<file path="config.mk">
export PLATFORM = sky130hd
export DESIGN_NAME = tlbinv_engine
export DESIGN_NICKNAME = d
export VERILOG_FILES = /design/src/rtl/tlbinv_pkg.sv /design/src/rtl/tlbinv_range.sv /design/src/rtl/tlbinv_match.sv /design/src/rtl/tlbinv_walker.sv /design/src/rtl/tlbinv_engine.sv
export SDC_FILE = /design/constraint.sdc
export NUM_CORES = 1
export LEC_CHECK = 0
export ABC_AREA = 1
export CAP_MARGIN = 20
export CORE_AREA = 8 8 141 176
export CTS_BUF_LIST = sky130_fd_sc_hd__clkbuf_16
export DETAILED_ROUTE_END_ITERATION = 16
export DIE_AREA = 0 0 149 184
export GPL_TIMING_DRIVEN = 0
export RECOVER_POWER = 100
export SLEW_MARGIN = 40
export SYNTH_ARGS = -nofsm -noshare
export SYNTH_HDL_FRONTEND = slang
export SYNTH_HIERARCHICAL = 1
export SYNTH_SLANG_ARGS = --single-unit
</file>
<file path="constraint.sdc">
create_clock -name clk_i -period 2.2 [get_ports clk_i]
set_input_delay 0.44 -clock clk_i [delete_from_list [all_inputs] [get_ports clk_i]]
set_output_delay 0.44 -clock clk_i [all_outputs]
set_load 0.02 [all_outputs]
</file>
<file path="src/rtl/tlbinv_pkg.sv">
package tlbinv_pkg;
  timeunit 1ns;
  timeprecision 1ps;

  typedef enum logic [2:0] {
    OP_ALL       = 3'd0,
    OP_BY_G      = 3'd1,
    OP_ASID      = 3'd2,
    OP_PG_ASID   = 3'd3,
    OP_PG_AG     = 3'd4,
    OP_IDX_FLUSH = 3'd5,
    OP_IDX_CLR   = 3'd6,
    OP_NOP       = 3'd7
  } inv_op_e;

  typedef enum logic [1:0] {
    S_IDLE = 2'd0,
    S_RUN  = 2'd1,
    S_DONE = 2'd2
  } walk_state_e;

  function automatic logic is_page_op(inv_op_e op);
    return (op == OP_PG_ASID) || (op == OP_PG_AG);
  endfunction
endpackage

</file>
<file path="src/rtl/tlbinv_range.sv">
module tlbinv_range
  import tlbinv_pkg::*;
#(
  parameter int SA_WAYS = 8,
  parameter int SA_SETS = 256,
  parameter int FA_N    = 64,
  localparam int SA_N   = SA_WAYS * SA_SETS,
  localparam int TOTAL  = SA_N + FA_N,
  localparam int IDX_W  = $clog2(TOTAL),
  localparam int CNT_W  = $clog2(TOTAL + 1),
  localparam int SET_W  = $clog2(SA_SETS)
) (
  input  inv_op_e          op_i,
  input  logic [IDX_W-1:0] idx_i,
  output logic [IDX_W-1:0] base_o,
  output logic [IDX_W-1:0] stride_o,
  output logic [CNT_W-1:0] len_o
);
  timeunit 1ns;
  timeprecision 1ps;

  always_comb begin
    base_o   = '0;
    stride_o = IDX_W'(1);
    len_o    = '0;
    case (op_i)
      OP_ALL, OP_BY_G, OP_ASID, OP_PG_ASID, OP_PG_AG: begin
        len_o = CNT_W'(TOTAL);
      end
      OP_IDX_FLUSH, OP_IDX_CLR: begin
        if (idx_i < IDX_W'(SA_N)) begin
          // one set, all ways: stride is the set count
          base_o   = IDX_W'(idx_i[SET_W-1:0]);
          stride_o = IDX_W'(SA_SETS);
          len_o    = CNT_W'(SA_WAYS);
        end else if (idx_i < IDX_W'(TOTAL)) begin
          base_o = IDX_W'(SA_N);
          len_o  = CNT_W'(FA_N);
        end
      end
      default: ;
    endcase
  end
endmodule

</file>
<file path="src/rtl/tlbinv_match.sv">
module tlbinv_match
  import tlbinv_pkg::*;
#(
  parameter int VA_W    = 48,
  parameter int VPN_LSB = 13,
  parameter int ASID_W  = 10,
  parameter int PS_W    = 6,
  parameter int IDX_W   = 12,
  parameter int SA_N    = 2048,
  localparam int VPN_W  = VA_W - VPN_LSB
) (
  input  inv_op_e           op_i,
  input  logic [ASID_W-1:0] asid_i,
  input  logic              g_i,
  input  logic [VA_W-1:0]   va_i,
  input  logic [PS_W-1:0]   sa_ps_i,
  input  logic [IDX_W-1:0]  addr_i,
  input  logic              ent_exist_i,
  input  logic              ent_global_i,
  input  logic [ASID_W-1:0] ent_asid_i,
  input  logic [VPN_W-1:0]  ent_vppn_i,
  input  logic [PS_W-1:0]   ent_ps_i,
  output logic              hit_o
);
  timeunit 1ns;
  timeprecision 1ps;

  logic [PS_W-1:0] ps_sel;
  logic [VA_W-1:0] ent_va;
  logic [VA_W-1:0] keep;
  logic            page_hit;
  logic            asid_eq;

  assign ps_sel = (addr_i < IDX_W'(SA_N)) ? sa_ps_i : ent_ps_i;
  assign ent_va = {ent_vppn_i, {VPN_LSB{1'b0}}};

  // keep address bits above the page-pair boundary (bit ps+1 and up)
  for (genvar b = 0; b < VA_W; b++) begin : g_keep
    assign keep[b] = (PS_W + 1)'(b) > {1'b0, ps_sel};
  end

  assign page_hit = ((va_i ^ ent_va) & keep) == '0;
  assign asid_eq  = ent_asid_i == asid_i;

  always_comb begin
    case (op_i)
      OP_ALL:       hit_o = 1'b1;
      OP_BY_G:      hit_o = ent_global_i == g_i;
      OP_ASID:      hit_o = !ent_global_i && asid_eq;
      OP_PG_ASID:   hit_o = ent_exist_i && !ent_global_i && asid_eq && page_hit;
      OP_PG_AG:     hit_o = ent_exist_i && (ent_global_i || asid_eq) && page_hit;
      OP_IDX_FLUSH: hit_o = 1'b1;
      OP_IDX_CLR:   hit_o = !ent_global_i && asid_eq;
      default:      hit_o = 1'b0;
    endcase
  end
endmodule

</file>
<file path="src/rtl/tlbinv_walker.sv">
module tlbinv_walker
  import tlbinv_pkg::*;
#(
  parameter int IDX_W = 12,
  parameter int CNT_W = 12
) (
  input  logic             clk_i,
  input  logic             rst_ni,
  input  logic             start_i,
  input  logic [IDX_W-1:0] base_i,
  input  logic [IDX_W-1:0] stride_i,
  input  logic [CNT_W-1:0] len_i,
  output logic             ready_o,
  output logic             busy_o,
  output logic             done_o,
  output logic [IDX_W-1:0] addr_o
);
  timeunit 1ns;
  timeprecision 1ps;

  walk_state_e      state_q;
  logic [IDX_W-1:0] addr_q;
  logic [IDX_W-1:0] stride_q;
  logic [CNT_W-1:0] left_q;

  always_ff @(posedge clk_i or negedge rst_ni) begin
    if (!rst_ni) begin
      state_q  <= S_IDLE;
      addr_q   <= '0;
      stride_q <= IDX_W'(1);
      left_q   <= '0;
    end else begin
      case (state_q)
        S_IDLE: begin
          if (start_i) begin
            addr_q   <= base_i;
            stride_q <= stride_i;
            left_q   <= len_i;
            state_q  <= (len_i == '0) ? S_DONE : S_RUN;
          end
        end
        S_RUN: begin
          addr_q <= addr_q + stride_q;
          left_q <= left_q - CNT_W'(1);
          if (left_q == CNT_W'(1)) state_q <= S_DONE;
        end
        S_DONE:  state_q <= S_IDLE;
        default: state_q <= S_IDLE;
      endcase
    end
  end

  assign ready_o = state_q == S_IDLE;
  assign busy_o  = state_q == S_RUN;
  assign done_o  = state_q == S_DONE;
  assign addr_o  = addr_q;
endmodule

</file>
<file path="src/rtl/tlbinv_engine.sv">
module tlbinv_engine
  import tlbinv_pkg::*;
#(
  parameter int SA_WAYS = 8,
  parameter int SA_SETS = 256,
  parameter int FA_N    = 64,
  parameter int VA_W    = 48,
  parameter int VPN_LSB = 13,
  parameter int ASID_W  = 10,
  parameter int PS_W    = 6,
  localparam int SA_N   = SA_WAYS * SA_SETS,
  localparam int TOTAL  = SA_N + FA_N,
  localparam int IDX_W  = $clog2(TOTAL),
  localparam int CNT_W  = $clog2(TOTAL + 1),
  localparam int VPN_W  = VA_W - VPN_LSB
) (
  input  logic              clk_i,
  input  logic              rst_ni,
  input  logic              cmd_valid_i,
  input  logic [2:0]        cmd_op_i,
  input  logic [ASID_W-1:0] cmd_asid_i,
  input  logic              cmd_g_i,
  input  logic [VA_W-1:0]   cmd_va_i,
  input  logic [IDX_W-1:0]  cmd_idx_i,
  input  logic [PS_W-1:0]   pgsz_i,
  output logic              busy_o,
  output logic              done_o,
  output logic [IDX_W-1:0]  ent_addr_o,
  input  logic              ent_exist_i,
  input  logic              ent_global_i,
  input  logic [ASID_W-1:0] ent_asid_i,
  input  logic [VPN_W-1:0]  ent_vppn_i,
  input  logic [PS_W-1:0]   ent_ps_i,
  output logic              clr_o
);
  timeunit 1ns;
  timeprecision 1ps;

  inv_op_e           op_q;
  logic [ASID_W-1:0] asid_q;
  logic              g_q;
  logic [VA_W-1:0]   va_q;
  logic [PS_W-1:0]   ps_q;

  logic              ready;
  logic              accept;
  logic              hit;
  logic [IDX_W-1:0]  base;
  logic [IDX_W-1:0]  stride;
  logic [CNT_W-1:0]  len;

  assign accept = cmd_valid_i && ready;

  always_ff @(posedge clk_i or negedge rst_ni) begin
    if (!rst_ni) begin
      op_q   <= OP_NOP;
      asid_q <= '0;
      g_q    <= 1'b0;
      va_q   <= '0;
      ps_q   <= '0;
    end else if (accept) begin
      op_q   <= inv_op_e'(cmd_op_i);
      asid_q <= cmd_asid_i;
      g_q    <= cmd_g_i;
      va_q   <= cmd_va_i;
      ps_q   <= pgsz_i;
    end
  end

  tlbinv_range #(
    .SA_WAYS(SA_WAYS), .SA_SETS(SA_SETS), .FA_N(FA_N)
  ) u_range (
    .op_i    (inv_op_e'(cmd_op_i)),
    .idx_i   (cmd_idx_i),
    .base_o  (base),
    .stride_o(stride),
    .len_o   (len)
  );

  tlbinv_walker #(
    .IDX_W(IDX_W), .CNT_W(CNT_W)
  ) u_walker (
    .clk_i   (clk_i),
    .rst_ni  (rst_ni),
    .start_i (accept),
    .base_i  (base),
    .stride_i(stride),
    .len_i   (len),
    .ready_o (ready),
    .busy_o  (busy_o),
    .done_o  (done_o),
    .addr_o  (ent_addr_o)
  );

  tlbinv_match #(
    .VA_W(VA_W), .VPN_LSB(VPN_LSB), .ASID_W(ASID_W), .PS_W(PS_W),
    .IDX_W(IDX_W), .SA_N(SA_N)
  ) u_match (
    .op_i        (op_q),
    .asid_i      (asid_q),
    .g_i         (g_q),
    .va_i        (va_q),
    .sa_ps_i     (ps_q),
    .addr_i      (ent_addr_o),
    .ent_exist_i (ent_exist_i),
    .ent_global_i(ent_global_i),
    .ent_asid_i  (ent_asid_i),
    .ent_vppn_i  (ent_vppn_i),
    .ent_ps_i    (ent_ps_i),
    .hit_o       (hit)
  );

  assign clr_o = busy_o && hit;
endmodule

</file>
==> summary.json, run 1 <==
{
  "status": {
    "outcome": "finished with violations",
    "failed_checks": "negative setup slack"
  },
  "cts": {
    "worstSkewPairLatency_ns": 0.36,
    "cts_inserted_buffers": 9,
    "numClockSinks": 105,
    "clockBufferDepth": 2,
    "ctsRootBufferMaster": "sky130_fd_sc_hd__clkbuf_16",
    "cts.clk_slew.worst_paths_ns": 0.08,
    "cts_max_level": 3,
    "cts_tree": "built"
  },
  "logic_synthesis": {
    "netlist_instances": 1046,
    "synthesized_area_um2": 7280,
    "yosysWarnings": 6,
    "synthesis.area_per_instance_um2": 6.96
  },
  "detailed_routing": {
    "drtPass1Iterations": 5,
    "drc": 0,
    "routed_via_density": 4.67,
    "route.vias.total": 7176,
    "wire_per_inst_um": 15.3,
    "totalWireLength_um": 23500,
    "ant_nets": 0,
    "drt_iter0_drc": 422
  },
  "setup_path": {
    "critical_path.max_fanout": 10,
    "timing.critical_path.slowest_stage_cell": "sky130_fd_sc_hd__dfrtp_2",
    "arrival_time_worst_endpoint_ns": 2.53,
    "timing.critical_path.from_type": "flip-flop",
    "cp_cell_sequence": "buf_6, nand2_1, nand2_8, nor2_4, nand3_1, nand3_1, nand3_1, nor2_1, nand3_2, o21bai_4, nand2_2, inv_2, buf_6",
    "crit_path_frequent_cell": "sky130_fd_sc_hd__nand3_1",
    "timing.critical_path.to_type": "output port",
    "critical_path.max_stage_delay_ns": 0.47,
    "cp_data_required_time_ns": 1.76,
    "crit_type": "reg -> out"
  },
  "placement": {
    "dp.final_hpwl_um": 17900,
    "io_buffer_count": 148,
    "dp_cells": 1499,
    "detailedPlace.worstSlack_ns": -1.28,
    "placer_congestion": 0.936
  },
  "timing": {
    "setup-tns-final_ns": -6.25,
    "min_period_over_period": 1.35,
    "rsz0062_at_grt": "true",
    "final_max_slew_viol_count": 0,
    "timing.final.crit_period_ns": 2.97,
    "final_worst_path_setup_slack_ns": -0.773,
    "slew_headroom": 0.115,
    "worst_slew_pin_slew_ns": 1.33,
    "hold_viol_final": 0,
    "skew_ns": 0.00427,
    "final_setup_vio_count": 57,
    "achievable-frequency_mhz": 336
  },
  "global_route": {
    "maximum_number_of_pins_on_one_net_before_global_route_repair": 56,
    "first_global_vias": 7175,
    "wire_length_of_the_first_global_routing_pass_um": 37000,
    "number_of_antenna_violations_at_the_first_check_in_global_routing": 5,
    "globalRoute.totalOverflow": 0,
    "grt_use_total": 0.172
  },
  "finish": {
    "fill_cells": 2277,
    "final_nets": 1398,
    "final_cells": 1537,
    "fraction_of_final_layout_cells_with_drive_strength_greater_than_1": 0.143,
    "layout.core_utilization": 0.451,
    "areaGrowthSynthToFinish_pct": 36.2
  },
  "min_path": {
    "worst_hold_path_type": "reg -> reg"
  },
  "floorplanning": {
    "core.rowCount": 61,
    "die_h_um": 184,
    "die_area_um2": 27400,
    "io-pin-count": 151,
    "die-width_um": 149,
    "core_area_um2": 22000,
    "start_util": 0.331
  },
  "pwr": {
    "total_power_mw": 13.8,
    "ir_drop_v": 0.000671,
    "leakagePower_nw": 4.98,
    "power-per-cell-area_nw_per_um2": 1390
  },
  "flow_run": {
    "max_cap_violations": 0
  }
}
[stage by stage]
stage | area (um^2) | hold WS [ns]
2_1_floorplan | 7360 | 0.144
3_3_place_gp | 9200 | 0.455
3_5_place_dp | 9230 | 0.383
4_1_cts | 9880 | 0.477
5_1_grt | 9920 | 0.494
6_report | 9920 | 0.475
[critical path: cells and delay by family, from the launching register on]
family	cells	cell delay (ns)
buf+inv	3	0.32
compound gates	1	0.21
flops	1	0.47
simple gates	9	1.13
[cell usage in the layout, fill, tap and decap left out, types with 4 or more instances in the layout]
master and count:
sky130_fd_sc_hd__nor2_1 92, sky130_fd_sc_hd__nor2_4 12, sky130_fd_sc_hd__dfstp_2 4, sky130_fd_sc_hd__buf_6 15
sky130_fd_sc_hd__dfrtp_1 100, sky130_fd_sc_hd__clkbuf_16 9, sky130_fd_sc_hd__or2_2 4, sky130_fd_sc_hd__nor3_1 5
sky130_fd_sc_hd__buf_4 46, sky130_fd_sc_hd__xnor2_1 20, sky130_fd_sc_hd__a21oi_1 17, sky130_fd_sc_hd__nor2_2 7
sky130_fd_sc_hd__inv_1 76, sky130_fd_sc_hd__ha_1 13, sky130_fd_sc_hd__nand3_1 117, sky130_fd_sc_hd__inv_2 9
sky130_fd_sc_hd__nand2_4 12, sky130_fd_sc_hd__dlygate4sd3_1 13, sky130_fd_sc_hd__o21ai_0 13, sky130_fd_sc_hd__nand3_2 5
sky130_fd_sc_hd__clkbuf_1 5, sky130_fd_sc_hd__buf_2 10, sky130_fd_sc_hd__clkdlybuf4s50_1 131, sky130_fd_sc_hd__o21ai_1 14
sky130_fd_sc_hd__nand2_1 377, sky130_fd_sc_hd__clkbuf_2 4, sky130_fd_sc_hd__nand2_2 16, sky130_fd_sc_hd__xor2_1 25
sky130_fd_sc_hd__conb_1 22, sky130_fd_sc_hd__nand4_1 12
[sequential cells by signal, summed over array words and instances (netlist names)]
name and count:
g_q 1, va_q 47, op_q 3, asid_q 10
u_walker/state_q 2, u_walker/left_q 12, ps_q 6, u_walker/addr_o 12
u_walker/stride_q 12
[metal layers]
| layer | vias up | global-route usage | part of all wire |
|---|---|---|---|
| met3 | 45 | 0.0414 | 0.052 |
| met5 | - | 0 | 0.0023 |
| met4 | 8 | 0.0648 | 0.026 |
| met2 | 199 | 0.306 | 0.51 |
| li1 | 3659 | - | - |
| met1 | 3265 | 0.193 | 0.41 |
[worst paths after layout]
path	from	end	slack, ns	depth (start not counted)
max in group asynchronous	rst_ni	op_q[0]	0.22	3
max	u_walker/addr_o[11]	clr_o	-0.77	13
min	u_walker/stride_q[8]	u_walker/stride_q[8]	0.48	2
max reg2reg	u_walker/state_q[0]	va_q[46]	-0.16	8
min reg2reg	u_walker/stride_q[8]	u_walker/stride_q[8]	0.48	2
min in group asynchronous	rst_ni	u_walker/stride_q[6]	0.90	2
[report_power, final]
part	total [mW]	switching (mW)	internal (mW)
registers	3.59	0.685	2.90
logic	8.24	4.96	3.28
clock network	1.94	0.813	1.13
total	13.8	6.46	7.31
[what timing repair did]
item / in CTS / in global routing
setup buffers: 18 / 2
resized for setup: 48 / 18
endpoints found under the setup margin: 41 / 34
pin swaps: 19 / 10
hold buffers: 1 / 0
endpoints found under the hold margin: 25 / 0
gates cloned: 1 / 0
[cell type report]
type	count	area, um^2	area share
clock buffer	9	225	0.0227
multi-input combinational	813	4110	0.414
antenna	1	2.50	0.000252
sequential	105	2630	0.265
clock inverter	7	126	0.0127
timing repair buffer	171	1680	0.170
buffer	59	444	0.0448
inverter	89	342	0.0344
tap	283	354	0.0357
No activity file was read; power rests on OpenSTA's default activity.
==> run 2: changes to the inputs <==
Settings changed: CORE_AREA 8 8 141 176 to 8 8 133 135, DIE_AREA 0 0 149 184 to 0 0 141 143, PLACE_DENSITY_LB_ADDON set to 0.08.
==> summary.json, run 2 (synthesized netlist as in run 1, its figures left out) <==
{
  "status": {
    "outcome": "finished with violations",
    "failed_checks": "negative setup slack"
  },
  "detailed_routing": {
    "ant_nets": 0,
    "wire_per_inst_um": 15.2,
    "drtPass1Iterations": 7,
    "route.vias.total": 7305,
    "drc": 0,
    "totalWireLength_um": 22400,
    "routed_via_density": 4.96,
    "drt_iter0_drc": 421
  },
  "global_route": {
    "maximum_number_of_pins_on_one_net_before_global_route_repair": 60,
    "globalRoute.totalOverflow": 0,
    "grt_use_total": 0.224,
    "number_of_antenna_violations_at_the_first_check_in_global_routing": 0,
    "first_global_vias": 7250,
    "wire_length_of_the_first_global_routing_pass_um": 35700
  },
  "placement": {
    "dp.final_hpwl_um": 16700,
    "io_buffer_count": 148,
    "placer_congestion": 0.889,
    "detailed_place.area_um2": 9150
  },
  "timing": {
    "slew_headroom": 0.158,
    "final_max_slew_viol_count": 0,
    "final_setup_vio_count": 55,
    "worst_slew_pin_slew_ns": 1.26,
    "rsz0062_at_grt": "true",
    "timing.final.crit_period_ns": 2.91,
    "achievable-frequency_mhz": 344,
    "min_period_over_period": 1.32,
    "skew_ns": 0.00582,
    "hold_viol_final": 0,
    "final_worst_path_setup_slack_ns": -0.707
  },
  "cts": {
    "ctsRootBufferMaster": "sky130_fd_sc_hd__clkbuf_16",
    "numClockSinks": 105,
    "clockBufferDepth": 2,
    "cts_tree": "built",
    "cts_inserted_buffers": 9,
    "cts.clk_slew.worst_paths_ns": 0.06,
    "worstSkewPairLatency_ns": 0.36,
    "cts_max_level": 3
  },
  "min_path": {
    "worst_hold_path_type": "reg -> reg"
  },
  "setup_path": {
    "cp_data_required_time_ns": 1.76,
    "crit_type": "in -> out",
    "arrival_time_worst_endpoint_ns": 2.47,
    "critical_path.max_fanout": 5,
    "timing.critical_path.to_type": "output port",
    "timing.critical_path.from_type": "primary input"
  },
  "floorplanning": {
    "io-pin-count": 151,
    "die-width_um": 141,
    "die_area_um2": 20200,
    "start_util": 0.467,
    "die_h_um": 143,
    "core_area_um2": 15600,
    "core.rowCount": 46
  },
  "finish": {
    "diodes": 0,
    "largest_reg_flops": 47,
    "fin_area_um2": 9810,
    "fraction_of_final_layout_cells_with_drive_strength_greater_than_1": 0.146,
    "areaGrowthSynthToFinish_pct": 34.6,
    "most_flop_heavy_register": "va_q",
    "layout.core_utilization": 0.629,
    "layout.cells.most_common_list": "sky130_fd_sc_hd__nand2_1 (371), sky130_fd_sc_hd__clkdlybuf4s50_1 (133), sky130_fd_sc_hd__nand3_1 (120)",
    "layout.cells.most_common": "sky130_fd_sc_hd__nand2_1",
    "final_nets": 1404,
    "fill_cells": 1502
  },
  "pwr": {
    "total_power_mw": 13.6,
    "power-per-cell-area_nw_per_um2": 1390,
    "leakagePower_nw": 4.98,
    "ir_drop_v": 0.000691
  },
  "flow_run": {
    "max_cap_violations": 0
  }
}
run 2: worst paths after layout:
path	start	to	slack, ns	depth (start not counted)
setup / recovery	ent_ps_i[1]	clr_o	-0.71	17
hold / removal	u_walker/stride_q[0]	u_walker/stride_q[0]	0.47	2
max in group asynchronous	rst_ni	u_walker/addr_o[11]	0.26	3
setup reg to reg	u_walker/state_q[0]	u_walker/left_q[3]	-0.15	14
min in group asynchronous	rst_ni	u_walker/left_q[1]	0.88	2
hold reg to reg	u_walker/stride_q[0]	u_walker/stride_q[0]	0.47	2
run 2: final cells by class:
class                           count  area (um^2)  area share
Clock buffer                        9          225      0.0230
Timing Repair Buffer              177         1740       0.178
Tap cell                          216          270      0.0276
Inverter                           89          342      0.0348
Multi-Input combinational cell    813         4080       0.416
Sequential cell                   105         2630       0.269
Buffer                             59          439      0.0448
Clock inverter                      5         72.6     0.00740
run 2: through the flow:
stage               worst slack (ns)  TNS, ns  hold slack (ns)  instances
floorplan                    0.00271        0            0.144       1067
global placement               -3.91  -372.24            0.455       1431
detailed placement             -1.12   -10.45            0.371       1432
CTS                           -0.630   -0.630            0.471       1461
global route                  -0.826   -15.50            0.499       1473
finish                        -0.707    -5.65            0.470       1473
run 2: power by group:
group / internal, mW / switching [mW] / total [mW]
sequential: 2.90 / 0.700 / 3.60
clock: 0.976 / 0.736 / 1.71
combinational: 3.36 / 4.95 / 8.31
run 2: worst max-delay path: stages:
cell and delay [ns]:
sky130_fd_sc_hd__clkdlybuf4s50_1 0.50, sky130_fd_sc_hd__inv_1 0.07, sky130_fd_sc_hd__nand2_2 0.08, sky130_fd_sc_hd__nand2_4 0.07, sky130_fd_sc_hd__buf_12 0.13, sky130_fd_sc_hd__nor2_4 0.17
sky130_fd_sc_hd__nand3_1 0.13, sky130_fd_sc_hd__nand2_1 0.08, sky130_fd_sc_hd__nand2_1 0.06, sky130_fd_sc_hd__nor2_2 0.08, sky130_fd_sc_hd__nand2_1 0.08, sky130_fd_sc_hd__nor2_1 0.11
sky130_fd_sc_hd__nand3_1 0.08, sky130_fd_sc_hd__o21bai_2 0.14, sky130_fd_sc_hd__nand2_1 0.08, sky130_fd_sc_hd__inv_2 0.06, sky130_fd_sc_hd__buf_6 0.11
run 2: what timing repair did:
action / in CTS / in global routing
endpoints found under the hold margin: 10 / 0
buffers inserted: 13 / 13
setup endpoints to repair: 41 / 28
pin swaps: 10 / 18
gates cloned: 1 / 0
hold buffers: 1 / 0
gates resized for setup: 39 / 22
run 2: routing by layer:
layer,track usage,vias to the layer above,part of all wire
met1,0.271,3358,0.42
li1,-,3666,-
met2,0.388,224,0.49
met5,0,-,0
met4,0.101,0,0.032
met3,0.0354,57,0.054
